===== src/rtl/shadow_seg_pkg.sv =====
package shadow_seg_pkg;
  localparam int SEG_COUNT      = 8;
  localparam int FORCED_FROM    = 6;  // segments at/above this index are always shadow controlled
  localparam int RD_INT_BIT     = 7;
  localparam int WR_EXT_BIT     = 6;
  localparam int MAP_SEG0_BIT   = 6;
  localparam int MAP_SEG45_BIT  = 7;
  localparam int CTRL_SEG1_BIT  = 2;

  typedef enum logic [1:0] {
    ROUTE_INT     = 2'b00,
    ROUTE_EXT     = 2'b01,
    ROUTE_EXT_ANY = 2'b10
  } route_e;

  typedef struct packed {
    logic [SEG_COUNT-1:0] shadowCtl;
    logic [SEG_COUNT-1:0] romCs;
    logic                 readInternal;
    logic                 writeExternal;
  } seg_strobe_t;
endpackage


===== src/rtl/shadow_seg_ctrl.sv =====
module shadow_seg_ctrl
  import shadow_seg_pkg::*;
(
  input  logic [7:0]  cfgShadow,
  input  logic [7:0]  cfgRomMap,
  input  logic [7:0]  cfgCtrl,
  output seg_strobe_t strobes
);
  logic [SEG_COUNT-1:0] ctlVec;
  logic [SEG_COUNT-1:0] romVec;

  genvar gi;
  generate
    for (gi = 0; gi < SEG_COUNT; gi++) begin : gSeg
      if (gi >= FORCED_FROM) begin : gForced
        assign ctlVec[gi] = 1'b1;
        assign romVec[gi] = 1'b1;
      end else begin : gProg
        assign ctlVec[gi] = cfgShadow[gi];
        if (gi == 0) begin : gR0
          assign romVec[gi] = cfgRomMap[MAP_SEG0_BIT];
        end else if (gi == 1) begin : gR1
          assign romVec[gi] = cfgCtrl[CTRL_SEG1_BIT];
        end else if (gi == 4 || gi == 5) begin : gR45
          assign romVec[gi] = cfgRomMap[MAP_SEG45_BIT];
        end else begin : gRn
          assign romVec[gi] = 1'b0;
        end
      end
    end
  endgenerate

  always_comb begin
    strobes.shadowCtl     = ctlVec;
    strobes.romCs         = romVec;
    strobes.readInternal  = cfgShadow[RD_INT_BIT];
    strobes.writeExternal = cfgShadow[WR_EXT_BIT];
  end
endmodule


===== src/rtl/shadow_seg_datapath.sv =====
module shadow_seg_datapath
  import shadow_seg_pkg::*;
#(
  parameter int                ADDR_W         = 20,
  parameter int                SEG_SHIFT      = 15,
  parameter logic [ADDR_W-1:0] REGION_BASE    = 20'hC0000,
  parameter int                BIOS_FIRST_SEG = 4
) (
  input  logic                 clk,
  input  logic                 rst_n,
  input  seg_strobe_t          strobes,
  input  logic [ADDR_W-1:0]    accAddr,
  output logic [SEG_COUNT-1:0] segRdInt,
  output logic [SEG_COUNT-1:0] segWrInt,
  output logic [SEG_COUNT-1:0] segRomCs,
  output logic                 biosShadowRd,
  output logic                 biosWrProt,
  output logic [1:0]           accRdRoute,
  output logic [1:0]           accWrRoute
);
  localparam int IDX_W = $clog2(SEG_COUNT);

  route_e               rdRouteSeg [SEG_COUNT];
  route_e               wrRouteSeg [SEG_COUNT];
  logic [SEG_COUNT-1:0] rdIntNext;
  logic [SEG_COUNT-1:0] wrIntNext;
  logic [SEG_COUNT-1:0] biosMask;

  genvar gi;
  generate
    for (gi = 0; gi < SEG_COUNT; gi++) begin : gSeg
      route_e extType;
      assign extType        = strobes.romCs[gi] ? ROUTE_EXT_ANY : ROUTE_EXT;
      assign rdIntNext[gi]  = strobes.shadowCtl[gi] & strobes.readInternal;
      assign wrIntNext[gi]  = strobes.shadowCtl[gi] & ~strobes.writeExternal;
      assign rdRouteSeg[gi] = rdIntNext[gi] ? ROUTE_INT : extType;
      assign wrRouteSeg[gi] = wrIntNext[gi] ? ROUTE_INT : extType;
      assign biosMask[gi]   = (gi >= BIOS_FIRST_SEG);
    end
  endgenerate

  logic              inRange;
  logic [ADDR_W-1:0] offset;
  logic [IDX_W-1:0]  segIdx;
  route_e            rdNext, wrNext;
  logic              biosCtl;

  always_comb begin
    inRange = (accAddr >= REGION_BASE);
    offset  = accAddr - REGION_BASE;
    segIdx  = offset[SEG_SHIFT +: IDX_W];
    rdNext  = inRange ? rdRouteSeg[segIdx] : ROUTE_INT;
    wrNext  = inRange ? wrRouteSeg[segIdx] : ROUTE_INT;
    biosCtl = |(strobes.shadowCtl & biosMask);
  end

  always_ff @(posedge clk) begin
    if (!rst_n) begin
      segRdInt     <= '0;
      segWrInt     <= '0;
      segRomCs     <= '0;
      biosShadowRd <= 1'b0;
      biosWrProt   <= 1'b0;
      accRdRoute   <= ROUTE_INT;
      accWrRoute   <= ROUTE_INT;
    end else begin
      segRdInt     <= rdIntNext;
      segWrInt     <= wrIntNext;
      segRomCs     <= strobes.romCs;
      biosShadowRd <= biosCtl & strobes.readInternal;
      biosWrProt   <= biosCtl & strobes.writeExternal;
      accRdRoute   <= rdNext;
      accWrRoute   <= wrNext;
    end
  end
endmodule


===== src/rtl/shadow_seg_decoder.sv =====
module shadow_seg_decoder
  import shadow_seg_pkg::*;
(
  input  logic        clk,
  input  logic        rst_n,
  input  logic [7:0]  cfgShadow,
  input  logic [7:0]  cfgRomMap,
  input  logic [7:0]  cfgCtrl,
  input  logic [19:0] accAddr,
  output logic [7:0]  segRdInt,
  output logic [7:0]  segWrInt,
  output logic [7:0]  segRomCs,
  output logic        biosShadowRd,
  output logic        biosWrProt,
  output logic [1:0]  accRdRoute,
  output logic [1:0]  accWrRoute
);
  seg_strobe_t strobes;

  shadow_seg_ctrl ctrl_i (
    .cfgShadow (cfgShadow),
    .cfgRomMap (cfgRomMap),
    .cfgCtrl   (cfgCtrl),
    .strobes   (strobes)
  );

  shadow_seg_datapath #(
    .ADDR_W         (20),
    .SEG_SHIFT      (15),
    .REGION_BASE    (20'hC0000),
    .BIOS_FIRST_SEG (4)
  ) dp_i (
    .clk          (clk),
    .rst_n        (rst_n),
    .strobes      (strobes),
    .accAddr      (accAddr),
    .segRdInt     (segRdInt),
    .segWrInt     (segWrInt),
    .segRomCs     (segRomCs),
    .biosShadowRd (biosShadowRd),
    .biosWrProt   (biosWrProt),
    .accRdRoute   (accRdRoute),
    .accWrRoute   (accWrRoute)
  );
endmodule


===== config.mk =====
export PLATFORM = sky130hd
export DESIGN_NAME = shadow_seg_decoder
export DESIGN_NICKNAME = d
export VERILOG_FILES = /design/src/rtl/shadow_seg_pkg.sv /design/src/rtl/shadow_seg_ctrl.sv /design/src/rtl/shadow_seg_datapath.sv /design/src/rtl/shadow_seg_decoder.sv
export SDC_FILE = /design/constraint.sdc
export NUM_CORES = 1
export LEC_CHECK = 0
export ABC_AREA = 1
export BUFFER_PORTS_ARGS = -buffer_cell sky130_fd_sc_hd__buf_4
export CORE_UTILIZATION = 38
export CTS_BUF_LIST = sky130_fd_sc_hd__clkbuf_4 sky130_fd_sc_hd__clkbuf_8
export CTS_CLUSTER_DIAMETER = 60
export DETAILED_ROUTE_END_ITERATION = 10
export HOLD_SLACK_MARGIN = 0.05
export PLACE_DENSITY_LB_ADDON = 0.05
export SETUP_SLACK_MARGIN = 0.1
export SYNTH_ARGS = -nofsm -noshare
export SYNTH_HDL_FRONTEND = slang
export SYNTH_SLANG_ARGS = --single-unit

===== constraint.sdc =====
create_clock -name clk -period 0.8 [get_ports clk]
set_input_delay 0.16 -clock clk [delete_from_list [all_inputs] [get_ports clk]]
set_output_delay 0.16 -clock clk [all_outputs]
set_load 0.1 [all_outputs]

==> results.py, run 1 <==
metrics = {
    "pwr": {
        "power.leakage_uw": 0.0008903,
        "power-per-cell-area_nw_per_um2": 1572,
        "ir_drop_v": 0.001230,
    },
    "synth": {
        "yosysWarnings": 0,
        "synth_xor_area_share_pct": 0,
        "synthArstFlopShare_pct": 0,
        "syn_inst": 119,
        "synth_top_area_share_pct": 52.42,
        "yosysMostFrequentCell": "nand2_1",
        "synth_common_cells": "nand2_1 (36), dfxtp_1 (23), inv_1 (18)",
        "synth-compound-area-share_pct": 1.140,
        "ys_ff_latch": 23,
        "synth_area_leader_cell": "dfxtp_1",
        "postSynthAreaPerCell_sq_um": 7.381,
        "synth_area_leaders": "dfxtp_1 (52%), nand2_1 (15%), inv_1 (7.7%), nor2_1 (7.3%), nand3_1 (6.3%)",
        "synth-seq-area-share_pct": 52.42,
        "synth-simple-area-share_pct": 31.91,
        "ys_types": 12,
        "synth_edf_count": 0,
        "synthFlopType": "dfxtp_1",
        "synthAdderAreaFrac_pct": 0,
        "syn_area_sq_um": 878.3,
        "synth_top_family_by_area": "simple AND/OR/NAND/NOR gates",
        "synth_mux_area_share_pct": 0,
    },
    "status": {
        "status": "complete, but fails checks",
        "violations": "negative setup slack",
    },
    "timing": {
        "setup_ws_ns": -0.2670,
        "period_minus_slack_ns": 1.067,
        "drv_slew": 0,
        "setup-tns-final_ns": -6.022,
        "rsz0062_at_grt": "yes",
        "hold_violations": 0,
        "fmax_ghz": 0.9372,
        "setup_viol": 28,
        "min_period_over_period_pct": 133.4,
    },
    "cts": {
        "clkSlewWorstSetupHoldPaths_ns": 0.12,
        "cts_tree": "done",
        "root_buffer": "clkbuf_4",
        "ctsLongestPathBuffers": 2,
        "cts_setup_buffers": 0,
        "clock-sinks": 23,
        "cts_inserted_buffers": 3,
        "cts-htree-levels": 1,
    },
    "critical_path": {
        "worstSetupPathType": "flop to output port",
        "critPathSlowestCell": "dfxtp_4",
        "startpoint_type": "flop",
        "crit_path_start": "dp_i.biosShadowRd",
        "cp.arrival_ns": 0.91,
        "cp-end-kind": "output port",
        "crit_chain": "buf_12",
        "cp_num_buf_inv": 1,
        "path_delay_family": "flip-flops",
        "required_ns": 0.64,
        "crit_fanout": 3,
        "crit_cells": 1,
        "cp_slowest_stage_delay_ns": 0.42,
    },
    "global_route": {
        "grt_pass1_wl_microns": 4146,
        "antenna_found_initial": 0,
        "grt_usage_pct": 22.43,
        "first_global_vias": 911,
        "grt_start_max_net_pins": 14,
        "grt_overflow": 0,
    },
    "final_layout": {
        "design_area_sq_um": 1754,
        "n_antenna_cell": 0,
        "area_growth_pct": 99.71,
        "drive_above_1_share_pct": 47.37,
        "nets": 218,
        "seq_area_sq_um": 546.8,
        "nFillCells": 136,
        "multiInputGateArea_sq_um": 297.8,
    },
    "die": {
        "die_h_microns": 50.08,
        "rows": 17,
        "core_sq_um": 2191,
        "io_pins": 76,
        "start_util_pct": 40.09,
        "die_area_sq_um": 2508,
        "die-width_microns": 50.08,
    },
    "worst_hold_path": {
        "worstHoldPathType": "primary input to flop",
        "holdPathEnd": "dp_i.segWrInt[3]",
        "min-delay-start": "cfgShadow[3]",
        "hold_depth": 3,
    },
    "route": {
        "dr.pass1.iters": 4,
        "post-route-drc-count": 0,
        "vias_per_cell": 4.709,
        "wl_per_cell_microns": 13.31,
        "num_vias": 937,
        "antenna_left": 0,
        "first_iter_violations": 36,
        "wl_microns": 2648,
    },
    "placed_design": {
        "gp_congestion": 0.7252,
        "place_hpwl_microns": 1494,
        "dpl_cell_area_sq_um": 1326,
        "port_buffers": 45,
    },
    "run": {
        "drv_cap": 0,
    },
}
## flip-flops by register name, indices dropped and copies added, names as in the netlist
signal	flops
dp_i.segWrInt	7
dp_i.segRdInt	6
dp_i.segRomCs	4
dp_i.accRdRoute	2
dp_i.accWrRoute	2
dp_i.biosShadowRd	1
dp_i.biosWrProt	1
## power by group
group / leakage (uW) / switching, uW / internal (uW)
combinational: 0.000668 / 666 / 364
clock: 0.0000177 / 338 / 186
sequential: 0.000205 / 52.4 / 1150
## repair_timing
item,CTS,global route
pin swaps,0,1
gates cloned,0,0
endpoints found under the setup margin,28,33
gates resized for setup,76,12
hold buffers,4,0
hold endpoints to repair,4,0
## layout make-up
type | instances | share of cell area (%)
timing repair buffer | 54 | 44.08
sequential | 23 | 31.17
multi-input combinational | 71 | 16.98
inverter | 19 | 4.208
tap | 28 | 1.997
clock buffer | 3 | 1.284
clock inverter | 1 | 0.2853
## through the flow
stage | instances | util [%] | setup WS (ns) | hold WS, ns | total power [uW]
after global placement | 191 | 60.54 | -0.09836 | 0.3261 | 2025
after floorplan | 120 | - | -0.1242 | 0.1877 | 1870
after global routing | 199 | 80.07 | -0.3004 | 0.09730 | 2866
final | 199 | 80.07 | -0.2670 | 0.09748 | 2757
after detailed placement | 191 | 60.54 | -0.1295 | 0.3275 | 2032
after CTS | 199 | 78.01 | -0.2630 | 0.08041 | 2727
## layer usage
layer,vias up,part of all wire (%),GRT usage (%)
met5,-,0,0
met4,0,2.6,10.48
met3,8,6.8,3.704
met2,44,53,41.33
met1,438,38,24.34
li1,447,-,-
## cell usage in the layout, fill, tap and decap left out, drive strengths merged
cell,n
buf,50
nand2,36
dfxtp,23
inv,19
nor2,18
nand3,11
clkbuf,3
dlymetal6s4s,3
a21oi,2
conb,2
nor3,2
clkinv,1
dlygate4sd3,1
## worst min-delay path: cells and delay by family
family	cells	cell delay [ns]
buffers and inverters	2	0.13
and+or+nand+nor	1	0.08
## cell families (layout without fill, tap and decap cells)
kind of cell | count (synthesis) | count (layout)
buffers and inverters | 26 | 77
AOI/OAI and AO/OA | 2 | 2
other | 1 | 2
DFF | 23 | 23
and+or+nand+nor | 67 | 67
## how the worst max path moves through the flow
stage                          to  slack [ns]
6_report             biosShadowRd       -0.27
4_1_cts              biosShadowRd       -0.26
3_5_place_dp   dp_i.accWrRoute[0]       -0.13
2_1_floorplan         segRdInt[6]       -0.12
3_3_place_gp   dp_i.accWrRoute[0]        -0.1
5_1_grt               segRdInt[6]       -0.30
No activity file was read; power rests on OpenSTA's default activity.
==> inputs of run 2 (changes only) <==
ABC_AREA = not set   (was 1)
CORE_UTILIZATION = 36   (was 38)
CTS_BUF_LIST = not set   (was sky130_fd_sc_hd__clkbuf_4 sky130_fd_sc_hd__clkbuf_8)
==> results.py, run 2 <==
metrics = {
    "status": {
        "status": "complete, but fails checks",
        "violations": "negative setup slack",
    },
    "critical_path": {
        "path_delay_family": "flip-flops",
        "cp-end-kind": "output port",
        "cp.arrival_ns": 0.89,
        "critPathSlowestCell": "dfxtp_4",
        "cp_slowest_stage_delay_ns": 0.41,
        "crit_fanout": 3,
        "required_ns": 0.64,
        "cp_num_buf_inv": 1,
        "worstSetupPathType": "flop to output port",
        "startpoint_type": "flop",
        "crit_chain": "buf_12",
    },
    "die": {
        "io_pins": 76,
        "die-width_microns": 51.26,
        "die_area_sq_um": 2627,
        "rows": 17,
        "core_sq_um": 2255,
        "die_h_microns": 51.26,
        "start_util_pct": 38.73,
    },
    "timing": {
        "period_minus_slack_ns": 1.048,
        "setup_ws_ns": -0.2476,
        "drv_slew": 0,
        "setup_viol": 28,
        "hold_violations": 0,
        "min_period_over_period_pct": 131.0,
        "hold_ws_ns": 0.08401,
        "fmax_ghz": 0.9546,
        "rsz0062_at_grt": "yes",
    },
    "synth": {
        "synth_area_leader_cell": "dfxtp_1",
        "synth_edf_count": 0,
        "synthArstFlopShare_pct": 0,
        "syn_inst": 87,
        "syn_area_sq_um": 873.3,
        "yosysMostFrequentCell": "dfxtp_1",
        "synth-compound-area-share_pct": 8.596,
        "synth_common_cells": "dfxtp_1 (23), and2_1 (11), buf_4 (7)",
        "ys_ff_latch": 23,
        "synth_xor_area_share_pct": 0,
        "synth_area_leaders": "dfxtp_1 (53%), and2_1 (7.9%), buf_4 (6.0%), and3_1 (4.3%), mux2_4 (3.4%)",
        "synth-seq-area-share_pct": 52.72,
        "synth_top_family_by_area": "simple AND/OR/NAND/NOR gates",
        "synthFlopType": "dfxtp_1",
        "synth_top_area_share_pct": 52.72,
        "postSynthAreaPerCell_sq_um": 10.04,
        "synthAdderAreaFrac_pct": 0,
        "ys_types": 27,
        "synth-simple-area-share_pct": 24.64,
        "synth_mux_area_share_pct": 4.585,
        "yosysWarnings": 0,
    },
    "final_layout": {
        "largest_register_ffs": 7,
        "reg_top3": "dp_i.segWrInt x7, dp_i.segRdInt x6, dp_i.segRomCs x4",
        "nets": 183,
        "area_growth_pct": 102.7,
        "n_antenna_cell": 0,
        "drive_above_1_share_pct": 66.91,
        "regMostFlops": "dp_i.segWrInt",
        "mostFrequentLayoutCells": "buf_12 (29), buf_4 (24), dfxtp_4 (22)",
        "layout_commonest_cell": "buf_12",
    },
    "cts": {
        "cts_inserted_buffers": 3,
        "clock-sinks": 23,
        "cts-htree-levels": 1,
        "root_buffer": "clkbuf_4",
        "cts_tree": "done",
        "clkSlewWorstSetupHoldPaths_ns": 0.11,
        "ctsLongestPathBuffers": 2,
        "ctsHoldBuffers": 0,
    },
    "worst_hold_path": {
        "worstHoldPathType": "primary input to flop",
        "holdPathEnd": "dp_i.segWrInt[3]",
        "hold_depth": 2,
        "min-delay-start": "cfgShadow[3]",
    },
    "run": {
        "drv_cap": 0,
    },
    "route": {
        "post-route-drc-count": 0,
        "wl_per_cell_microns": 14.45,
        "antenna_left": 0,
        "vias_per_cell": 4.768,
        "num_vias": 782,
        "first_iter_violations": 17,
        "wl_microns": 2370,
        "dr.pass1.iters": 4,
    },
    "placed_design": {
        "place_hpwl_microns": 1499,
        "port_buffers": 45,
        "gp_congestion": 0.8993,
    },
    "pwr": {
        "power.share.clock_pct": 18.1,
        "ir_drop_v": 0.001060,
        "power.leakage_uw": 0.0007566,
        "internal_power_uw": 1744,
        "pwr-share-seq_pct": 43.8,
        "switching_power_uw": 1009,
        "p_comb_share_pct": 38.1,
        "power.total_uw": 2752,
        "power-per-cell-area_nw_per_um2": 1555,
        "p_sw_share_pct": 36.65,
    },
    "global_route": {
        "grt_pass1_wl_microns": 3663,
        "grt_overflow": 0,
        "grt_start_max_net_pins": 13,
        "antenna_found_initial": 0,
        "grt_usage_pct": 19.26,
        "first_global_vias": 753,
    },
}
run 2: changes by cell type in the layout (fill, tap and decap cells not counted), moves of 2 or more:
cell / previous run / this run
nor2_1: 17 / 2
and3_1: 0 / 6
inv_1: 17 / 2
nand3_1: 11 / 3
o21ai_0: 0 / 4
mux2_4: 0 / 2
dlymetal6s4s_1: 3 / 0
a31oi_1: 0 / 2
nor2b_1: 0 / 2
buf_4: 22 / 24
nand2_1: 36 / 2
nand3_2: 0 / 2
and2_1: 0 / 11
run 2: final cells by class:
cell class	count	area, sq um
Tap cell	28	35.03
Fill cell	128	484.2
Multi-Input combinational cell	53	381.6
Inverter	2	7.507
Clock buffer	4	26.28
Timing Repair Buffer	54	775.7
Sequential cell	23	544.3
run 2: kinds of logic after synthesis:
logic type / count (synthesis)
AND/OR/NAND/NOR: 37
AO/OA/AOI/OAI: 11
flip-flops: 23
multiplexers: 3
buffers and inverters: 12
other: 1
run 2: worst max path at each step:
stage	endpoint	cells past startpoint	slack, ns	from
finish	biosShadowRd	1	-0.25	dp_i.biosShadowRd
global route	biosShadowRd	1	-0.29	dp_i.biosShadowRd
CTS	biosShadowRd	1	-0.25	dp_i.biosShadowRd
detailed placement	dp_i.accRdRoute[1]	5	-0.22	accAddr[15]
global placement	dp_i.accRdRoute[1]	5	-0.21	accAddr[15]
floorplan	dp_i.accWrRoute[1]	5	-0.15	accAddr[15]
run 2: stage by stage:
stage               instances  util [%]  setup TNS [ns]  worst slack, ns  area, sq um
floorplan                  88         -          -1.031          -0.1501         1035
global placement          160     60.10          -1.554          -0.2149         1355
detailed placement        160     60.10          -1.373          -0.2187         1355
CTS                       164     75.14          -6.075          -0.2540         1694
global route              164     78.52          -6.576          -0.2870         1770
finish                    164     78.52          -5.610          -0.2476         1770
run 2: metal layers:
metal  share of wire [%]  global-route usage (%)  vias up
li1                    -                       -      380
met1                  44                   25.91      370
met2                  50                   30.92       30
met3                 4.6                   3.274        2
met4                0.68                   6.757        0
met5                   0                       0        -
run 2: repair_timing:
action,CTS,global route
setup buffers,0,0
setup endpoints to repair,28,32
pin swaps,0,5
gates resized for setup,76,15
run 2: power groups by stage:
stage / logic (uW) / registers [uW] / clock network, uW
6_report: 1050 / 1210 / 499
5_1_grt: 1080 / 1210 / 561
4_1_cts: 993 / 1200 / 530
3_5_place_dp: 859 / 1190 / 0
3_3_place_gp: 856 / 1190 / 0
2_1_floorplan: 322 / 1560 / 0
